$ cat src/rtl/iopr_pkg.sv
package iopr_pkg;
  localparam int OFS_W = 13;

  typedef enum logic [1:0] {
    TGT_MEM   = 2'd0,
    TGT_INT   = 2'd1,
    TGT_EXT   = 2'd2,
    TGT_FAULT = 2'd3
  } target_e;

  typedef enum logic [1:0] {
    ST_IDLE  = 2'd0,
    ST_SHORT = 2'd1,
    ST_EXT   = 2'd2,
    ST_FAULT = 2'd3
  } state_e;
endpackage

$ cat src/rtl/iopr_classify.sv
module iopr_classify
  import iopr_pkg::*;
#(
  parameter int ADDR_W     = 22,
  parameter int NARROW_W   = 18,
  parameter int NUM_RANGES = 5,
  parameter logic [NUM_RANGES*OFS_W-1:0] RANGE_LO =
    {13'h0400, 13'h1F00, 13'h0080, 13'h1FA0, 13'h1FFE},
  parameter logic [NUM_RANGES*OFS_W-1:0] RANGE_HI =
    {13'h04FF, 13'h1F3F, 13'h00FF, 13'h1FBF, 13'h1FFF},
  parameter logic [NUM_RANGES-1:0] RANGE_INT = 5'b00111
) (
  input  logic [ADDR_W-1:0] addr,
  input  logic              iostrobe,
  input  logic              wide,
  input  logic              dma,
  output target_e           target
);
  logic [OFS_W-1:0]      offset;
  logic                  io_narrow;
  logic                  io_hit;
  logic [NUM_RANGES-1:0] hit;
  logic                  claimed;
  logic                  is_int;

  assign offset    = addr[OFS_W-1:0];
  assign io_narrow = &addr[NARROW_W-1:OFS_W];
  assign io_hit    = wide ? iostrobe : io_narrow;

  for (genvar g = 0; g < NUM_RANGES; g++) begin : g_rng
    localparam logic [OFS_W-1:0] LO = RANGE_LO[g*OFS_W +: OFS_W];
    localparam logic [OFS_W-1:0] HI = RANGE_HI[g*OFS_W +: OFS_W];
    assign hit[g] = (offset >= LO) && (offset <= HI);
  end

  // lowest index wins when ranges overlap
  always_comb begin
    claimed = 1'b0;
    is_int  = 1'b0;
    for (int i = NUM_RANGES - 1; i >= 0; i--) begin
      if (hit[i]) begin
        claimed = 1'b1;
        is_int  = RANGE_INT[i];
      end
    end
  end

  always_comb begin
    if (!io_hit)                target = TGT_MEM;
    else if (claimed && is_int) target = dma ? TGT_FAULT : TGT_INT;
    else                        target = TGT_EXT;
  end
endmodule

$ cat src/rtl/iopr_timer.sv
module iopr_timer #(
  parameter int TMO_CYCLES = 16
) (
  input  logic clk,
  input  logic rst_n,
  input  logic run,
  output logic expired
);
  localparam int CW = (TMO_CYCLES > 1) ? $clog2(TMO_CYCLES) : 1;
  localparam logic [CW-1:0] LAST = CW'(TMO_CYCLES - 1);

  logic [CW-1:0] cnt_q;

  always_ff @(posedge clk) begin
    if (!rst_n || !run) cnt_q <= '0;
    else if (cnt_q != LAST) cnt_q <= cnt_q + 1'b1;
  end

  assign expired = run && (cnt_q == LAST);

  // the router leaves the external state on expiry, so expiry never repeats
  p_expiry_single_r7: assert property (@(posedge clk) disable iff (!rst_n)
    expired |=> !expired);
endmodule

$ cat src/rtl/iopage_router.sv
module iopage_router
  import iopr_pkg::*;
#(
  parameter int ADDR_W     = 22,
  parameter int NARROW_W   = 18,
  parameter int TMO_CYCLES = 16,
  parameter int NUM_RANGES = 5,
  parameter logic [NUM_RANGES*OFS_W-1:0] RANGE_LO =
    {13'h0400, 13'h1F00, 13'h0080, 13'h1FA0, 13'h1FFE},
  parameter logic [NUM_RANGES*OFS_W-1:0] RANGE_HI =
    {13'h04FF, 13'h1F3F, 13'h00FF, 13'h1FBF, 13'h1FFF},
  parameter logic [NUM_RANGES-1:0] RANGE_INT = 5'b00111
) (
  input  logic              clk,
  input  logic              rst_n,
  input  logic              bus_wide,
  input  logic              req_valid,
  output logic              req_ready,
  input  logic [ADDR_W-1:0] req_addr,
  input  logic              req_write,
  input  logic              req_dma,
  input  logic              req_iostrobe,
  input  logic              ext_ack,
  output logic              sel_mem,
  output logic              sel_int,
  output logic              sel_ext,
  output logic [ADDR_W-1:0] acc_addr,
  output logic              acc_write,
  output logic              done,
  output logic              timeout
);
  target_e           tgt;
  state_e            state_q;
  logic              short_int_q;
  logic              dma_q;
  logic [ADDR_W-1:0] addr_q;
  logic              write_q;
  logic              expired;
  logic              accept;

  iopr_classify #(
    .ADDR_W(ADDR_W), .NARROW_W(NARROW_W), .NUM_RANGES(NUM_RANGES),
    .RANGE_LO(RANGE_LO), .RANGE_HI(RANGE_HI), .RANGE_INT(RANGE_INT)
  ) u_classify (
    .addr(req_addr), .iostrobe(req_iostrobe), .wide(bus_wide),
    .dma(req_dma), .target(tgt)
  );

  iopr_timer #(.TMO_CYCLES(TMO_CYCLES)) u_timer (
    .clk(clk), .rst_n(rst_n), .run(state_q == ST_EXT), .expired(expired)
  );

  assign req_ready = (state_q == ST_IDLE);
  assign accept    = req_valid && req_ready;

  always_ff @(posedge clk) begin
    if (!rst_n) begin
      state_q     <= ST_IDLE;
      short_int_q <= 1'b0;
      dma_q       <= 1'b0;
      addr_q      <= '0;
      write_q     <= 1'b0;
    end else begin
      unique case (state_q)
        ST_IDLE: if (accept) begin
          addr_q      <= req_addr;
          write_q     <= req_write;
          dma_q       <= req_dma;
          short_int_q <= (tgt == TGT_INT);
          unique case (tgt)
            TGT_MEM, TGT_INT: state_q <= ST_SHORT;
            TGT_EXT:          state_q <= ST_EXT;
            default:          state_q <= ST_FAULT;
          endcase
        end
        ST_SHORT: state_q <= ST_IDLE;
        ST_FAULT: state_q <= ST_IDLE;
        ST_EXT:   if (ext_ack || expired) state_q <= ST_IDLE;
        default:  state_q <= ST_IDLE;
      endcase
    end
  end

  assign sel_mem   = (state_q == ST_SHORT) && !short_int_q;
  assign sel_int   = (state_q == ST_SHORT) &&  short_int_q;
  assign sel_ext   = (state_q == ST_EXT);
  assign acc_addr  = addr_q;
  assign acc_write = write_q;
  assign done      = (state_q == ST_SHORT) || (sel_ext && ext_ack);
  assign timeout   = (state_q == ST_FAULT) || (sel_ext && !ext_ack && expired);

  p_sel_onehot_r9: assert property (@(posedge clk) disable iff (!rst_n)
    $onehot0({sel_mem, sel_int, sel_ext}));

  p_single_end_r9: assert property (@(posedge clk) disable iff (!rst_n)
    !(done && timeout));

  p_release_r9: assert property (@(posedge clk) disable iff (!rst_n)
    (done || timeout) |=> req_ready);

  p_dma_no_int_r5: assert property (@(posedge clk) disable iff (!rst_n)
    sel_int |-> !dma_q);

  p_ext_holds_r6: assert property (@(posedge clk) disable iff (!rst_n)
    (sel_ext && !done && !timeout) |=> sel_ext);

  p_addr_stable_r10: assert property (@(posedge clk) disable iff (!rst_n)
    (sel_ext && !done && !timeout) |=> ($stable(acc_addr) && $stable(acc_write)));

  p_idle_quiet_r11: assert property (@(posedge clk) disable iff (!rst_n)
    req_ready |-> (!done && !timeout));
endmodule

$ cat config.mk
export PLATFORM = sky130hd
export DESIGN_NAME = iopage_router
export DESIGN_NICKNAME = d
export VERILOG_FILES = /design/src/rtl/iopr_pkg.sv /design/src/rtl/iopr_classify.sv /design/src/rtl/iopr_timer.sv /design/src/rtl/iopage_router.sv
export SDC_FILE = /design/constraint.sdc
export NUM_CORES = 1
export LEC_CHECK = 0
export CORE_UTILIZATION = 40
export CTS_CLUSTER_DIAMETER = 40
export DETAILED_ROUTE_END_ITERATION = 6
export GPL_ROUTABILITY_DRIVEN = 0
export HOLD_SLACK_MARGIN = 0.05
export PLACE_DENSITY = 0.73
export SLEW_MARGIN = 40
export SYNTH_ARGS = -nofsm -noshare
export SYNTH_HDL_FRONTEND = slang
export SYNTH_HIERARCHICAL = 1
export SYNTH_SLANG_ARGS = --single-unit
$ cat constraint.sdc
create_clock -name clk -period 1.9 [get_ports clk]
set_input_delay 0.285 -clock clk [delete_from_list [all_inputs] [get_ports clk]]
set_output_delay 0.285 -clock clk [all_outputs]
set_load 0.05 [all_outputs]
After elaboration in Yosys (flattened, before gate mapping)
Cells that the tools add are included.
Storage, ports and cells
  register bits: 30
  input port bits: 30
  logic and storage cells: 69
Operators by class
  $add $sub $neg: 1
  magnitude comparators: 10
  equality and inequality tests: 9
  multiplexer cells: 16
  reduce and logical (&&, ||, !) cells: 28
Operators with widths (count)
  greater-or-equal comparator 13 bit, second input constant: 3
  less-or-equal comparator 13 bit, second input constant: 3
  greater-or-equal comparator 13 x 11 -> 1 bit, second input constant: 1
  greater-or-equal comparator 13 x 8 -> 1 bit, second input constant: 1
  less-or-equal comparator 13 x 11 -> 1 bit, second input constant: 1
  less-or-equal comparator 13 x 8 -> 1 bit, second input constant: 1
  logical AND 1 bit: 13
  2-to-1 mux 2 bit: 5
  2-to-1 mux 1 bit: 9
  equality test 2 bit, second input constant: 3
  one-hot mux 2 bit (3 select lines): 1
  AND reduction 5 bit: 1
  adder 4 x 1 -> 4 bit, second input constant: 1
  equality test 2 x 1 -> 1 bit, second input constant: 2
  equality test 4 bit, second input constant: 1
  logical NOT 1 bit: 4
  logical NOT 2 bit: 2
  logical OR 1 bit: 4
  != test 2 x 1 -> 1 bit, second input constant: 2
  != test 4 bit, second input constant: 1
  one-hot mux 2 bit (2 select lines): 1
  AND reduction 2 bit: 2
  OR reduction 2 bit: 2

Logic depth before layout (Yosys ltp)
  depth in word-level cells: 15
  depth in mapped cells: 5
  mapped depth without buffers: 5

Modules after synthesis
Netlist, hierarchy kept.
By module, submodules not included
  iopage_router: times used 1, cells an instance 123, area each 1128.6 um^2, seq. area each 520.5 um^2
  iopr_timer: times used 1, cells an instance 20, area each 197.7 um^2, seq. area each 80.1 um^2
  iopr_classify: times used 1, cells an instance 16, area each 105.1 um^2, seq. area each 0.0 um^2

Least setup slack after synthesis
Ideal clock, no wire load.
  kind: register -> output
  start: register state_q[1]
  end: output done
  arrival time: 1.551 ns
  data required time: 1.615 ns
  path slack: 0.064 ns
  cell stages (with the launch flop): 3
  buffers on the path: 0
  cells stage by stage: dfxtp_1 nand2_1 o21ai_0
Between the ends
  longest elaborated chain between the ends: 3
  elaborated cells between the ends (all ways): 4
  classes of those cells: eq/ne (2); reduce/logical (2)
RTL lines
  start, declared: RTL line iopage_router.sv:33  | state_e state_q;
  start signal, assigned: RTL line iopage_router.sv:58  | state_q <= ST_IDLE;
  start signal, assigned: RTL line iopage_router.sv:71  | TGT_MEM, TGT_INT: state_q <= ST_SHORT;
  start signal, assigned: RTL line iopage_router.sv:72  | TGT_EXT: state_q <= ST_EXT;
  equality test 2 bit: RTL line iopage_router.sv:86  | assign sel_ext = (state_q == ST_EXT);
  logical AND 1 bit: RTL line iopage_router.sv:89  | assign done = (state_q == ST_SHORT) || (sel_ext && ext_ack);
  logical OR 1 bit *: RTL line iopage_router.sv:89
  end, declared: RTL line iopage_router.sv:29  | output logic done,
Mark *: on every way between the ends. The rest lies on a longest branch, timed or not.

Worst setup path in the final report
  start: register u_timer.cnt_q[1]
  end: output timeout
Between the ends
  longest elaborated chain between the ends: 4
RTL lines
  start, declared: RTL line iopr_timer.sv:12  | logic [CW-1:0] cnt_q;
  start signal, assigned: RTL line iopr_timer.sv:16  | else if (cnt_q != LAST) cnt_q <= cnt_q + 1'b1;
  equality test 4 bit: RTL line iopr_timer.sv:19  | assign expired = run && (cnt_q == LAST);
  logical AND 1 bit: RTL line iopr_timer.sv:19
  via expired: RTL line iopage_router.sv:38  | logic expired;
  logical AND 1 bit: RTL line iopage_router.sv:90  | assign timeout = (state_q == ST_FAULT) || (sel_ext && !ext_ack && expired);
  logical OR 1 bit: RTL line iopage_router.sv:90
  end, declared: RTL line iopage_router.sv:30  | output logic timeout
The timed path passes the listed nets, and every way through them passes these cells.

==> flow_summary_export.csv <==
group,metric,value,unit
run_status,status,"completed",
timing,fmax,529,MHz
floorplanning,die_area,3820,sq um
logic_synthesis,synth_nets,190,
logic_synthesis,async_flop_share,0,
worst_hold_path,hp-class,"reg -> reg",
place,portBuffers,58,
pwr,total_power,1.46,mW
timing,timing.final.crit_share,0.994,
worst_setup_path,required,1.62,ns
pwr,p_leak,0.883,nW
clock_network,cts_buffer_depth,2,
logic_synthesis,synth-adder-area-share,0.00874,
layout,seq_area,609,sq um
logic_synthesis,syn-cell-area,1430,sq um
flow_run,drv_cap,0,
floorplanning,core_area,3390,sq um
logic_synthesis,yosys-top-cells-area,"dfxtp_1 42%, mux2i_1 17%, nand2_1 13%",
worst_setup_path,crit_type,"reg -> out",
clock_network,worstSkewPairLatency,0.32,ns
floorplanning,io_pins,59,
layout,multiInputGateArea,777,sq um
routing,drt_first_pass_iters,4,
logic_synthesis,synth.distinct_cells,35,
floorplanning,die_w,61.8,um
logic_synthesis,netlist.area_leader.share,0.420,
timing,slew_headroom,0.653,
logic_synthesis,synth_top_family_by_area,"simple AND/OR/NAND/NOR gates",
clock_network,cts_max_level,2,
logic_synthesis,synthMuxAreaShare,0.175,
timing,rsz0062_at_grt,"yes",
worst_setup_path,path_max_fanout,2,
routing,drt-wirelength-per-cell,12.2,um
layout,final_nets,258,
layout,layout-drive-gt1-share,0.167,
clock_network,cts_tree,"done",
logic_synthesis,yosys-top-cells-count,"51 x nand2_1, 30 x dfxtp_1, 25 x mux2i_1",
logic_synthesis,synth_edf_count,0,
clock_network,clock-sinks,30,
logic_synthesis,yosysMostFrequentCell,"nand2_1",
clock_network,clkSlewWorstSetupHoldPaths,0.08,ns
pwr,vdd_drop_max,344,uV
logic_synthesis,seq_area_frac_synth,0.420,
logic_synthesis,synth_seq_cells,30,
layout,finalInstanceArea,2220,sq um
logic_synthesis,synthCells,159,
layout,syn_to_final_growth,55.3,%
worst_setup_path,cp-start-kind,"flip-flop",
worst_setup_path,worstSetupEndpointType,"primary output",
grt,grt_pass1_wl,5.25,mm
layout,stdcell_count,273,
layout,diodes,0,
logic_synthesis,synth_top_flop_cell,"dfxtp_1",
floorplanning,row_count,21,
grt,grt_use_total,0.193,
routing,drtIter0Drc,68,
timing,setup_viol,0,
timing,drv_slew,0,
layout,fill_cells,266,
grt,overflow,0,
floorplanning,initial_core_util,0.422,
worst_setup_path,arrival,1.60,ns
clock_network,cts_hold_buffers,0,
routing,wirelength,3.34,mm
logic_synthesis,avgSynthCellArea,9.00,sq um
grt,grt_max_degree,54,
grt,antenna_found_initial,0,
routing,dr_total_vias,1340,
logic_synthesis,synth_top_area_cell,"dfxtp_1",
routing,drc,0,
timing,skew,0.00537,ns
clock_network,cts_made_buffers,5,
place,post_dp_cell_area,2110,sq um
place,dp_cells,261,
floorplanning,dieHeight,61.8,um
logic_synthesis,synth_xor_area_frac,0,
place,hpwl,2.43,mm
routing,final_antenna_net_count,0,
timing,finalHoldViolCount,0,
routing,viasPerCell,4.91,
timing,worst_pin_slew,0.519,ns
grt,grt_pass1_vias,1254,
logic_synthesis,synth_compound_area_frac,0.0656,
logic_synthesis,ys_warn_count,6,
clock_network,clockRootBuffer,"clkbuf_4",
logic_synthesis,synth_simple_gate_area_share,0.276,
timing,fin_crit,1.89,ns
pwr,power.density,656,nW/um^2
## logic make-up after synthesis
group | count (synthesis)
AND/OR/NAND/NOR | 82
flip-flops | 30
multiplexers | 25
AO/OA/AOI/OAI | 11
buffers and inverters | 10
adder cells (fa/ha/maj) | 1
## final timing paths
path | start | end | slack (ns) | cells after the start
worst min register to register | acc_addr[21] | acc_addr[21] | 0.46 | 2
worst max register to register | u_timer/cnt_q[1] | state_q[1] | 0.60 | 5
worst min-delay path | acc_addr[21] | acc_addr[21] | 0.46 | 2
worst max-delay path | u_timer/cnt_q[1] | timeout | 0.01 | 6
## timing repair
action	in CTS	in global routing
pin swaps	3	1
endpoints found under the setup margin	1	1
setup buffers	4	1
gates resized for setup	9	0
## worst max-delay path, stage by stage (launching register included)
cell,delay (ns)
dfxtp_4,0.36
ha_4,0.16
and3_4,0.17
and2_4,0.13
nor2b_1,0.12
o21a_1,0.20
buf_12,0.15
## flip-flops by register name, summed over array words and instances, names as in the netlist
signal,flops
acc_addr,22
u_timer/cnt_q,4
state_q,2
acc_write,1
short_int_q,1
## cells in the final DEF (no fill, tap or decap), drive strengths merged, types with 2 or more instances in the layout
cell	n
clkdlybuf4s50	52
nand2	51
dfxtp	30
mux2i	25
buf	18
clkbuf	7
nor2	6
nand3	5
nand4	3
nor2b	2
o21a	2
and4b	2
nor3	2
and3	2
a21oi	2
## report_power, final
group | internal (mW) | switching (mW)
Sequential | 0.664 | 0.0210
Clock | 0.139 | 0.197
Combinational | 0.190 | 0.248
Total | 0.993 | 0.466
## layout make-up
type,instances,area share
clock buffers,7,0.0203
repair buffers,70,0.329
multi-input cells,119,0.349
well taps,46,0.0259
flip-flops and latches,30,0.274
inverters,1,0.00169
## through the flow
step	util	hold WS (ns)	setup TNS, ns	setup WS, ns
after floorplan	-	0.427	0	0.0644
after global placement	0.623	0.443	-0.0275	-0.0275
after detailed placement	0.623	0.447	-0.0683	-0.0609
after CTS	0.654	0.461	-0.0191	-0.0191
after global routing	0.656	0.479	-0.0425	-0.0425
final	0.656	0.460	0	0.0108
## routing by layer
metal  vias up  part of all wire  track usage
li1        678                 -            -
met1       613              0.43        0.206
met2        43              0.48        0.335
met3         6             0.071       0.0870
met4         0             0.014       0.0730
met5         -                 0            0
(Power assumes the default switching activity.)
